--- src/rtl/asram_pkg.sv ---
package asram_pkg;

  typedef enum logic [2:0] {
    ST_IDLE       = 3'd0,
    ST_RD_WAIT    = 3'd1,
    ST_RD_TURN    = 3'd2,
    ST_WR_SETUP   = 3'd3,
    ST_WR_PULSE   = 3'd4,
    ST_WR_RECOVER = 3'd5
  } phase_e;

  // ceil(ps / period), never below one cycle
  function automatic int unsigned ps_to_cycles(input int unsigned ps, input int unsigned period);
    int unsigned c;
    c = (ps + period - 1) / period;
    return (c == 0) ? 1 : c;
  endfunction

  function automatic int unsigned max3(input int unsigned a, input int unsigned b, input int unsigned c);
    int unsigned m;
    m = (a > b) ? a : b;
    return (m > c) ? m : c;
  endfunction

endpackage

--- src/rtl/asram_phase_timer.sv ---
module asram_phase_timer #(
  parameter int unsigned MAX_CYCLES = 4,
  localparam int unsigned CW = $clog2(MAX_CYCLES + 1)
) (
  input  logic          clk,
  input  logic          rst_n,
  input  logic          load,
  input  logic [CW-1:0] length,
  output logic          last
);

  logic [CW-1:0] remain;

  always_ff @(posedge clk) begin
    if (!rst_n) begin
      remain <= '0;
    end else if (load) begin
      remain <= length - CW'(1);
    end else if (remain != '0) begin
      remain <= remain - CW'(1);
    end
  end

  assign last = (remain == '0);

  AST_TIMER_BOUND: assert property (@(posedge clk) disable iff (!rst_n)
    remain < CW'(MAX_CYCLES)) else $error("phase timer out of range");

  AST_LOAD_NONZERO: assert property (@(posedge clk) disable iff (!rst_n)
    load |-> (length != '0)) else $error("zero-length phase");

endmodule

--- src/rtl/asram_lane_gate.sv ---
module asram_lane_gate #(
  parameter int unsigned DW    = 16,
  parameter int unsigned LANES = 2,
  localparam int unsigned LW   = DW / LANES
) (
  input  logic             active,
  input  logic [LANES-1:0] be,
  input  logic [DW-1:0]    bus_in,
  output logic [DW-1:0]    masked,
  output logic [LANES-1:0] sel_n
);

  for (genvar g = 0; g < LANES; g++) begin : g_lane
    assign sel_n[g]                = ~(active & be[g]);
    assign masked[g*LW +: LW]      = be[g] ? bus_in[g*LW +: LW] : '0;
  end

endmodule

--- src/rtl/asram_lane_ctrl.sv ---
module asram_lane_ctrl #(
  parameter int unsigned AW               = 20,
  parameter int unsigned DW               = 16,
  parameter int unsigned LANES            = 2,
  parameter int unsigned CLK_PERIOD_PS    = 20000,
  parameter int unsigned T_RD_ACCESS_PS   = 35000,
  parameter int unsigned T_WR_PULSE_PS    = 15000,
  parameter int unsigned T_ADDR_WEND_PS   = 20000,
  parameter int unsigned T_DATA_SETUP_PS  = 10000,
  parameter int unsigned T_WR_RECOVER_PS  = 12000,
  parameter int unsigned T_ADDR_SETUP_PS  = 0,
  parameter int unsigned T_OE_HIZ_PS      = 10000,
  parameter int unsigned T_LANE_HIZ_PS    = 10000,
  parameter int unsigned T_CE_HIZ_PS      = 15000
) (
  input  logic             clk,
  input  logic             rst_n,
  input  logic             req_valid,
  output logic             req_ready,
  input  logic             req_write,
  input  logic [AW-1:0]    req_addr,
  input  logic [DW-1:0]    req_wdata,
  input  logic [LANES-1:0] req_be,
  output logic             rsp_valid,
  output logic [DW-1:0]    rsp_data,
  output logic [AW-1:0]    mem_addr,
  output logic             mem_ce_n,
  output logic             mem_we_n,
  output logic             mem_oe_n,
  output logic             mem_lb_n,
  output logic             mem_ub_n,
  output logic [DW-1:0]    mem_dq_out,
  output logic             mem_dq_oe,
  input  logic [DW-1:0]    mem_dq_in
);
  import asram_pkg::*;

  localparam int unsigned SETUP_C = ps_to_cycles(T_ADDR_SETUP_PS, CLK_PERIOD_PS);
  localparam int unsigned PULSE_C = max3(ps_to_cycles(T_WR_PULSE_PS, CLK_PERIOD_PS),
                                         ps_to_cycles(T_ADDR_WEND_PS, CLK_PERIOD_PS),
                                         ps_to_cycles(T_DATA_SETUP_PS, CLK_PERIOD_PS));
  localparam int unsigned RECOV_C = ps_to_cycles(T_WR_RECOVER_PS, CLK_PERIOD_PS);
  localparam int unsigned READ_C  = ps_to_cycles(T_RD_ACCESS_PS, CLK_PERIOD_PS);
  localparam int unsigned TURN_C  = ps_to_cycles(max3(T_OE_HIZ_PS, T_LANE_HIZ_PS, T_CE_HIZ_PS),
                                                 CLK_PERIOD_PS);
  localparam int unsigned MAX_C   = max3(max3(SETUP_C, PULSE_C, RECOV_C), READ_C, TURN_C);
  localparam int unsigned CW      = $clog2(MAX_C + 1);

  phase_e state, nxt;

  logic             tload;
  logic [CW-1:0]    tlen;
  logic             tlast;

  logic [AW-1:0]    addr_q;
  logic [DW-1:0]    wdata_q;
  logic [LANES-1:0] be_q;
  logic             accept;
  logic             no_lane;

  logic             nxt_cs, nxt_we, nxt_oe;
  logic [LANES-1:0] be_src;
  logic [LANES-1:0] sel_n;
  logic [DW-1:0]    rd_masked;

  assign req_ready = (state == ST_IDLE);
  assign accept    = req_valid & req_ready;
  assign no_lane   = (req_be == '0);

  // ---------------- phase sequencing ----------------
  always_comb begin
    nxt   = state;
    tload = 1'b0;
    tlen  = CW'(1);
    case (state)
      ST_IDLE: begin
        if (accept && !no_lane) begin
          tload = 1'b1;
          if (req_write) begin
            nxt  = ST_WR_SETUP;
            tlen = CW'(SETUP_C);
          end else begin
            nxt  = ST_RD_WAIT;
            tlen = CW'(READ_C);
          end
        end
      end
      ST_WR_SETUP: if (tlast) begin
        nxt = ST_WR_PULSE;   tload = 1'b1; tlen = CW'(PULSE_C);
      end
      ST_WR_PULSE: if (tlast) begin
        nxt = ST_WR_RECOVER; tload = 1'b1; tlen = CW'(RECOV_C);
      end
      ST_WR_RECOVER: if (tlast) nxt = ST_IDLE;
      ST_RD_WAIT: if (tlast) begin
        nxt = ST_RD_TURN;    tload = 1'b1; tlen = CW'(TURN_C);
      end
      ST_RD_TURN: if (tlast) nxt = ST_IDLE;
      default: nxt = ST_IDLE;
    endcase
  end

  always_ff @(posedge clk) begin
    if (!rst_n) state <= ST_IDLE;
    else        state <= nxt;
  end

  asram_phase_timer #(.MAX_CYCLES(MAX_C)) u_timer (
    .clk    (clk),
    .rst_n  (rst_n),
    .load   (tload),
    .length (tlen),
    .last   (tlast)
  );

  // ---------------- request capture ----------------
  always_ff @(posedge clk) begin
    if (!rst_n) begin
      addr_q  <= '0;
      wdata_q <= '0;
      be_q    <= '0;
    end else if (accept && !no_lane) begin
      addr_q  <= req_addr;
      wdata_q <= req_wdata;
      be_q    <= req_be;
    end
  end

  // ---------------- pin decode (registered from next phase) ----------------
  assign nxt_cs = (nxt == ST_RD_WAIT) || (nxt == ST_WR_SETUP) || (nxt == ST_WR_PULSE);
  assign nxt_we = (nxt == ST_WR_PULSE);
  assign nxt_oe = (nxt == ST_RD_WAIT);
  assign be_src = (state == ST_IDLE) ? req_be : be_q;

  asram_lane_gate #(.DW(DW), .LANES(LANES)) u_lanes (
    .active (nxt_cs),
    .be     (be_src),
    .bus_in (mem_dq_in),
    .masked (rd_masked),
    .sel_n  (sel_n)
  );

  always_ff @(posedge clk) begin
    if (!rst_n) begin
      mem_ce_n  <= 1'b1;
      mem_we_n  <= 1'b1;
      mem_oe_n  <= 1'b1;
      mem_lb_n  <= 1'b1;
      mem_ub_n  <= 1'b1;
      mem_dq_oe <= 1'b0;
    end else begin
      mem_ce_n  <= ~nxt_cs;
      mem_we_n  <= ~nxt_we;
      mem_oe_n  <= ~nxt_oe;
      mem_lb_n  <= sel_n[0];
      mem_ub_n  <= sel_n[LANES-1];
      mem_dq_oe <= nxt_we;
    end
  end

  assign mem_addr   = addr_q;
  assign mem_dq_out = wdata_q;

  // ---------------- read response ----------------
  always_ff @(posedge clk) begin
    if (!rst_n) begin
      rsp_valid <= 1'b0;
      rsp_data  <= '0;
    end else begin
      rsp_valid <= 1'b0;
      if (state == ST_RD_WAIT && tlast) begin
        rsp_valid <= 1'b1;
        rsp_data  <= rd_masked;
      end else if (accept && no_lane && !req_write) begin
        rsp_valid <= 1'b1;
        rsp_data  <= '0;
      end
    end
  end

  // ---------------- assertions ----------------
  AST_NO_CONTENTION: assert property (@(posedge clk) disable iff (!rst_n)
    mem_dq_oe |-> (mem_oe_n && !mem_we_n)) else $error("bus contention");

  AST_WE_UNDER_CS: assert property (@(posedge clk) disable iff (!rst_n)
    !mem_we_n |-> !mem_ce_n) else $error("write strobe without chip select");

  AST_WE_AFTER_SETUP: assert property (@(posedge clk) disable iff (!rst_n)
    $fell(mem_we_n) |-> $past(!mem_ce_n)) else $error("no setup before strobe");

  AST_RECOVER_RELEASE: assert property (@(posedge clk) disable iff (!rst_n)
    $rose(mem_we_n) |-> mem_ce_n) else $error("chip select held after write");

  AST_ADDR_STABLE: assert property (@(posedge clk) disable iff (!rst_n)
    (!mem_ce_n && $past(!mem_ce_n)) |-> $stable(mem_addr)) else $error("address moved");

  AST_LANES_STABLE: assert property (@(posedge clk) disable iff (!rst_n)
    (!mem_ce_n && $past(!mem_ce_n)) |-> $stable({mem_lb_n, mem_ub_n})) else $error("lane moved");

  AST_IDLE_QUIET: assert property (@(posedge clk) disable iff (!rst_n)
    (req_ready && !$past(req_ready)) |-> (mem_ce_n && mem_we_n && mem_oe_n))
    else $error("strobe active at ready");

endmodule

--- config.mk ---
export PLATFORM = sky130hd
export DESIGN_NAME = asram_lane_ctrl
export DESIGN_NICKNAME = d
export VERILOG_FILES = /design/src/rtl/asram_pkg.sv /design/src/rtl/asram_phase_timer.sv /design/src/rtl/asram_lane_gate.sv /design/src/rtl/asram_lane_ctrl.sv
export SDC_FILE = /design/constraint.sdc
export NUM_CORES = 1
export LEC_CHECK = 0
export BUFFER_PORTS_ARGS = -buffer_cell sky130_fd_sc_hd__buf_2
export CORE_MARGIN = 2
export CORE_UTILIZATION = 50
export DETAILED_ROUTE_END_ITERATION = 7
export PLACE_DENSITY_LB_ADDON = 0.15
export SKIP_LAST_GASP = 1
export SLEW_MARGIN = 20
export SYNTH_ARGS = -nofsm -noshare
export SYNTH_HDL_FRONTEND = slang
export SYNTH_HIERARCHICAL = 1
export SYNTH_SLANG_ARGS = --single-unit
--- constraint.sdc ---
create_clock -name clk -period 3.2 [get_ports clk]
set_clock_uncertainty 0.2 [all_clocks]
set_input_delay 0.64 -clock clk [delete_from_list [all_inputs] [get_ports clk]]
set_output_delay 0.64 -clock clk [all_outputs]
set_load 0.02 [all_outputs]
# Word level (Yosys, flattened, before mapping)
# Cells that the tools add are included.
[classes] addsub=2 mul=0 div=0 order_cmp=0 eq_ne=8 shift=0 muxes=22 bitwise=8 reduce_logical=16
[ops] cell="2-to-1 mux 16 bit" count=2
[ops] cell="2-to-1 mux 8 bit" count=2
[ops] cell="2-to-1 mux 3 bit" count=5
[ops] cell="one-hot mux 3 bit (5 select lines)" count=1
[ops] cell="2-to-1 mux 2 bit" count=7
[ops] cell="equality test 3 x 2 -> 1 bit, second input constant" count=3
[ops] cell="equality test 3 bit, second input constant" count=3
[ops] cell="equality test 3 x 1 -> 1 bit, second input constant" count=2
[ops] cell="nonzero test 2 bit" count=3
[ops] cell="NOT 1 bit" count=5
[ops] cell="logical AND 1 bit" count=4
[ops] cell="logical NOT 2 bit" count=2
[ops] cell="2-to-1 mux 1 bit" count=4
[ops] cell="subtractor 2 x 1 -> 2 bit, second input constant" count=2
[ops] cell="bitwise AND 1 bit" count=3
[ops] cell="logical NOT 3 bit" count=1
[ops] cell="OR reduction 3 bit" count=1
[ops] cell="logical NOT 1 bit" count=2
[ops] cell="logical OR 1 bit" count=2
[ops] cell="one-hot mux 1 bit (2 select lines)" count=1
[ops] cell="OR reduction 2 bit" count=1
[word_totals] reg_bits=66 latchBits=0 mem_bits_rw=0 rom_bits=0 memories=0

# Depth between registers and ports, before layout
[depth] word_depth=10 ltp_mapped=7

# Hierarchy
# Netlist, hierarchy kept.
[by_module_without_submodules] mod="asram_lane_ctrl" n_inst=1 cells_per_inst=311 area_per_inst_um2=2586.2 seq_area_each_um2=1281.2
[by_module_without_submodules] mod="asram_lane_gate" n_inst=1 cells_per_inst=18 area_per_inst_um2=107.6 seq_area_each_um2=0.0
[by_module_without_submodules] mod="asram_phase_timer" n_inst=1 cells_per_inst=10 area_per_inst_um2=96.3 seq_area_each_um2=40.0

# Least setup slack after synthesis
# No wires, ideal clock.
[synth_timing] path_kind="input -> register" start="input req_valid" end="register u_timer.remain[1]" setup_ns=0.122 t_arrival_ns=1.871 required_time_ns=2.878 path_slack_ns=1.007 path_stages=6 cell_sequence="or4b_4 > buf_6 > or3_4 > inv_2 > xor2_1 > o21ai_0"
[synth_between] elab_chain_len=6
[synth_lines] element="start, declared" line="asram_lane_ctrl.sv:18" rtl="input logic req_valid,"
[synth_lines] element="bitwise AND 1 bit" line="asram_lane_ctrl.sv:67" rtl="assign accept = req_valid & req_ready;"
[synth_lines] element="logical AND 1 bit" line="asram_lane_ctrl.sv:77" rtl="if (accept && !no_lane) begin"
[synth_lines] element="2-to-1 mux 2 bit" line="asram_lane_ctrl.sv:77"
[synth_lines] element="2-to-1 mux 2 bit"
[synth_lines] element="named net tlen[0]" line="asram_lane_ctrl.sv:52" rtl="logic [CW-1:0] tlen;"
[synth_lines] element="subtractor 2 x 1 -> 2 bit" line="asram_phase_timer.sv:18" rtl="remain <= length - CW'(1);"
[synth_lines] element="2-to-1 mux 2 bit" line="asram_phase_timer.sv:17" rtl="end else if (load) begin"
[synth_lines] element="end signal, assigned" line="asram_phase_timer.sv:18"
[synth_lines] element="end signal, assigned" line="asram_phase_timer.sv:20" rtl="remain <= remain - CW'(1);"
[synth_lines] element="end, declared" line="asram_phase_timer.sv:12" rtl="logic [CW-1:0] remain;"
# The timed path passes the listed nets, and every way through them passes these cells.
# A chain may end at the register's enable or synchronous reset.

# Worst setup path after layout
[layout_timing] start="register state[2]" end="output req_ready"
[layout_between] elab_chain_len=1
[layout_lines] element="start, declared" line="asram_lane_ctrl.sv:49" rtl="phase_e state, nxt;"
[layout_lines] element="start signal, assigned" line="asram_lane_ctrl.sv:105" rtl="else state <= nxt;"
[layout_lines] element="logical NOT 3 bit" line="asram_lane_ctrl.sv:66" rtl="assign req_ready = (state == ST_IDLE);"
[layout_lines] element="end, declared" line="asram_lane_ctrl.sv:19" rtl="output logic req_ready,"
# No other way between the ends.

==> results.cfg <==
[worst_hold_path]
min_to = mem_dq_out[14]$_SDFFE_PN0P_
whs_path_depth = 2
worst_hold_path_type = flip-flop to flip-flop
holdCritStartpoint = mem_dq_out[14]$_SDFFE_PN0P_

[routing]
avgViaCountPerCell = 5.401
first_iter_violations = 155
num_vias = 2787
dr.pass1.iters = 4
drc = 0
routedWlPerCell_um = 13.99
ant_nets = 0
routed_wl_um = 7221

[placement]
hpwl_um = 4745
dp_cells = 502
pre_cts_ws_ns = 0.8219
gp_congestion = 0.7581
portBuffers = 117

[power_and_ir_drop]
peakVddDrop_mv = 0.4034
power.density_nw_per_um2 = 594.5
power_mw = 2.124
p_leak_nw = 1.547

[outcome]
status = finished, final reports clean

[synth]
synthDominantCellAreaShare_pct = 47.35
synth_edf_count = 0
yosysTopAreaCell = dfxtp_1
yosys_warnings = 6
asyncSetResetFlopFracSynth_pct = 0
synth_cell_type_count = 36
yosys_register_bits = 66
syn-num-nets = 397
synth_flop_cell = dfxtp_1
ys_top_cells_by_count = dfxtp_1 (66), a21oi_1 (59), o21ai_0 (42), nand3_1 (37), clkbuf_1 (27)
netlist_area_um2 = 2790
syn_avg_cell_area_um2 = 8.231
yosysSeqAreaShare_pct = 47.35
synth_most_common_cell = dfxtp_1
synthTopCellsByArea = dfxtp_1 (47%), a21oi_1 (11%), o21ai_0 (7.5%)
syn_inst = 339

[clock_tree]
cts.sinks = 66
cts_buffers = 9
cts_hold_buffers = 0
tritoncts = built
ctsResizeCount = 0
cts_max_level = 3
cts-root-buf = clkbuf_8
worstSkewPairLatency_ns = 0.32
clk_pin_slew_worst_paths_ns = 0.07
postCtsSetupBuffers = 0
cts_buffer_depth = 2

[floorplanning]
die_x_um = 78.70
core_area_um2 = 5439
dieArea_um2 = 6194
placementRows = 27
io_pins = 118
initial_core_util_pct = 51.30
die_y_um = 78.70

[worst_setup_path]
path_cells = nor3_1 > buf_2
slowest_delay_ns = 0.49
worstPathArrival_ns = 1.53
ff2ff_path_depth = 5
path_max_fanout = 17
r2r_setup_slack_ns = 0.96
critPathLaunchType = flip-flop
cp.required_ns = 2.36
critical_path_class = flip-flop to primary output
crit_slowest_cell = nor3_1
r2r-start = state[2]$_SDFF_PN0_
end_kind = primary output
timing.rr.end = u_timer/remain[1]$_SDFFE_PN0P_

[grt]
grt_pass1_vias = 2618
antenna_found_initial = 0
grt_pass1_wl_um = 11610
grt.total_usage_pct = 23.34
globalRouteOverflowTotal = 0
grt_max_degree = 40

[timing]
setup_violations = 0
fin_crit_ns = 2.374
final_max_slew_viol_count = 0
fin_crit_sh_pct = 74.19
rsz0062_at_grt = no
worst_pin_slew_ns = 0.7478
fmax_mhz = 421.2
finalHoldViolations = 0
maxSlewHeadroom_pct = 50.14
fin_ws_ns = 0.8258
fin_tns_setup_ns = 0

[final_layout]
fin_cells = 516
antenna_cells = 0
area_growth_pct = 28.03
fillers = 480
nNetsFinal = 499
drive_gt1_share_pct = 33.78

[flow_run]
cap_violations = 0
==> worst max-delay path by stage <==
stage | start | to | slack (ns) | cells after the start
finish | state[2]$_SDFF_PN0_ | req_ready | 0.83 | 2
global route | state[2]$_SDFF_PN0_ | req_ready | 0.72 | 2
CTS | state[2]$_SDFF_PN0_ | req_ready | 0.85 | 2
detailed placement | req_valid | u_timer/remain[1]$_SDFFE_PN0P_ | 0.82 | 6
global placement | req_valid | u_timer/remain[1]$_SDFFE_PN0P_ | 0.83 | 6
floorplan | req_valid | u_timer/remain[1]$_SDFFE_PN0P_ | 1.01 | 6
==> logic make-up after synthesis <==
family | count (synthesis) | synth area share, %
muxes | 3 | 1.211
DFF | 66 | 47.35
xor gates and xnor gates | 1 | 0.3140
buffers and inverters | 40 | 5.874
AOI/OAI and AO/OA | 124 | 24.57
and+or+nand+nor | 105 | 20.67
==> metal layers <==
metal  vias up  GRT usage [%]  share of wire [%]
li1       1401              -                  -
met3         9          5.568                6.2
met5         -              0                  0
met2        82          40.26                 49
met1      1295          28.56                 44
met4         0          7.895                1.2
==> layout by cell type, fill, tap and decap left out, types with 2 or more instances in the layout <==
| cell type | n |
|---|---|
| nand2_1 | 25 |
| clkinv_2 | 3 |
| buf_4 | 8 |
| nor2b_1 | 2 |
| clkbuf_8 | 9 |
| and2_1 | 19 |
| mux2_2 | 3 |
| buf_2 | 117 |
| inv_1 | 5 |
| nand3_1 | 37 |
| nor2_1 | 4 |
| nand4b_1 | 3 |
| o21ai_0 | 42 |
| a21oi_1 | 59 |
| dfxtp_1 | 66 |
| o2111ai_1 | 2 |
| o211ai_1 | 16 |
| nand2b_1 | 3 |
==> state kept, by name, summed over array words and instances (netlist names) <==
register        cells
rsp_valid           1
rsp_data           16
mem_dq_out         16
be_q                2
mem_addr           20
mem_oe_n            1
mem_lb_n            1
mem_we_n            1
mem_ce_n            1
mem_ub_n            1
mem_dq_oe           1
u_timer/remain      2
state               3
==> metrics by stage <==
| stage | hold slack [ns] | area [um^2] | util (%) |
|---|---|---|---|
| after floorplan | 0.2513 | 2790 | - |
| after global placement | 0.2576 | 3400 | 62.50 |
| after detailed placement | 0.2641 | 3400 | 62.50 |
| after CTS | 0.2736 | 3572 | 65.68 |
| after global routing | 0.2921 | 3572 | 65.68 |
| final | 0.2701 | 3572 | 65.68 |
==> critical path: cells and delay by family (launching register included) <==
kind	cells	cell delay [ns]
DFF	1	0.47
and+or+nand+nor	1	0.49
buffers and inverters	1	0.26
==> layout make-up <==
cell class / count / area [um^2] / area share [%]
flip-flops and latches: 66 / 1321 / 36.99
multi-input cells: 233 / 1320 / 36.95
repair buffers: 125 / 645.6 / 18.07
clock buffers: 10 / 127.6 / 3.573
well taps: 72 / 90.09 / 2.522
clock inverters: 4 / 45.04 / 1.261
inverters: 6 / 22.52 / 0.6305
==> report_power, final <==
group	total [mW]	internal, mW	switching (mW)	leakage [nW]
logic	0.535	0.198	0.337	0.917
clock network	0.645	0.348	0.297	0.0918
registers	0.944	0.894	0.0499	0.538
total	2.12	1.44	0.684	1.55
Note: power is estimated with default switching activity, not from simulation.
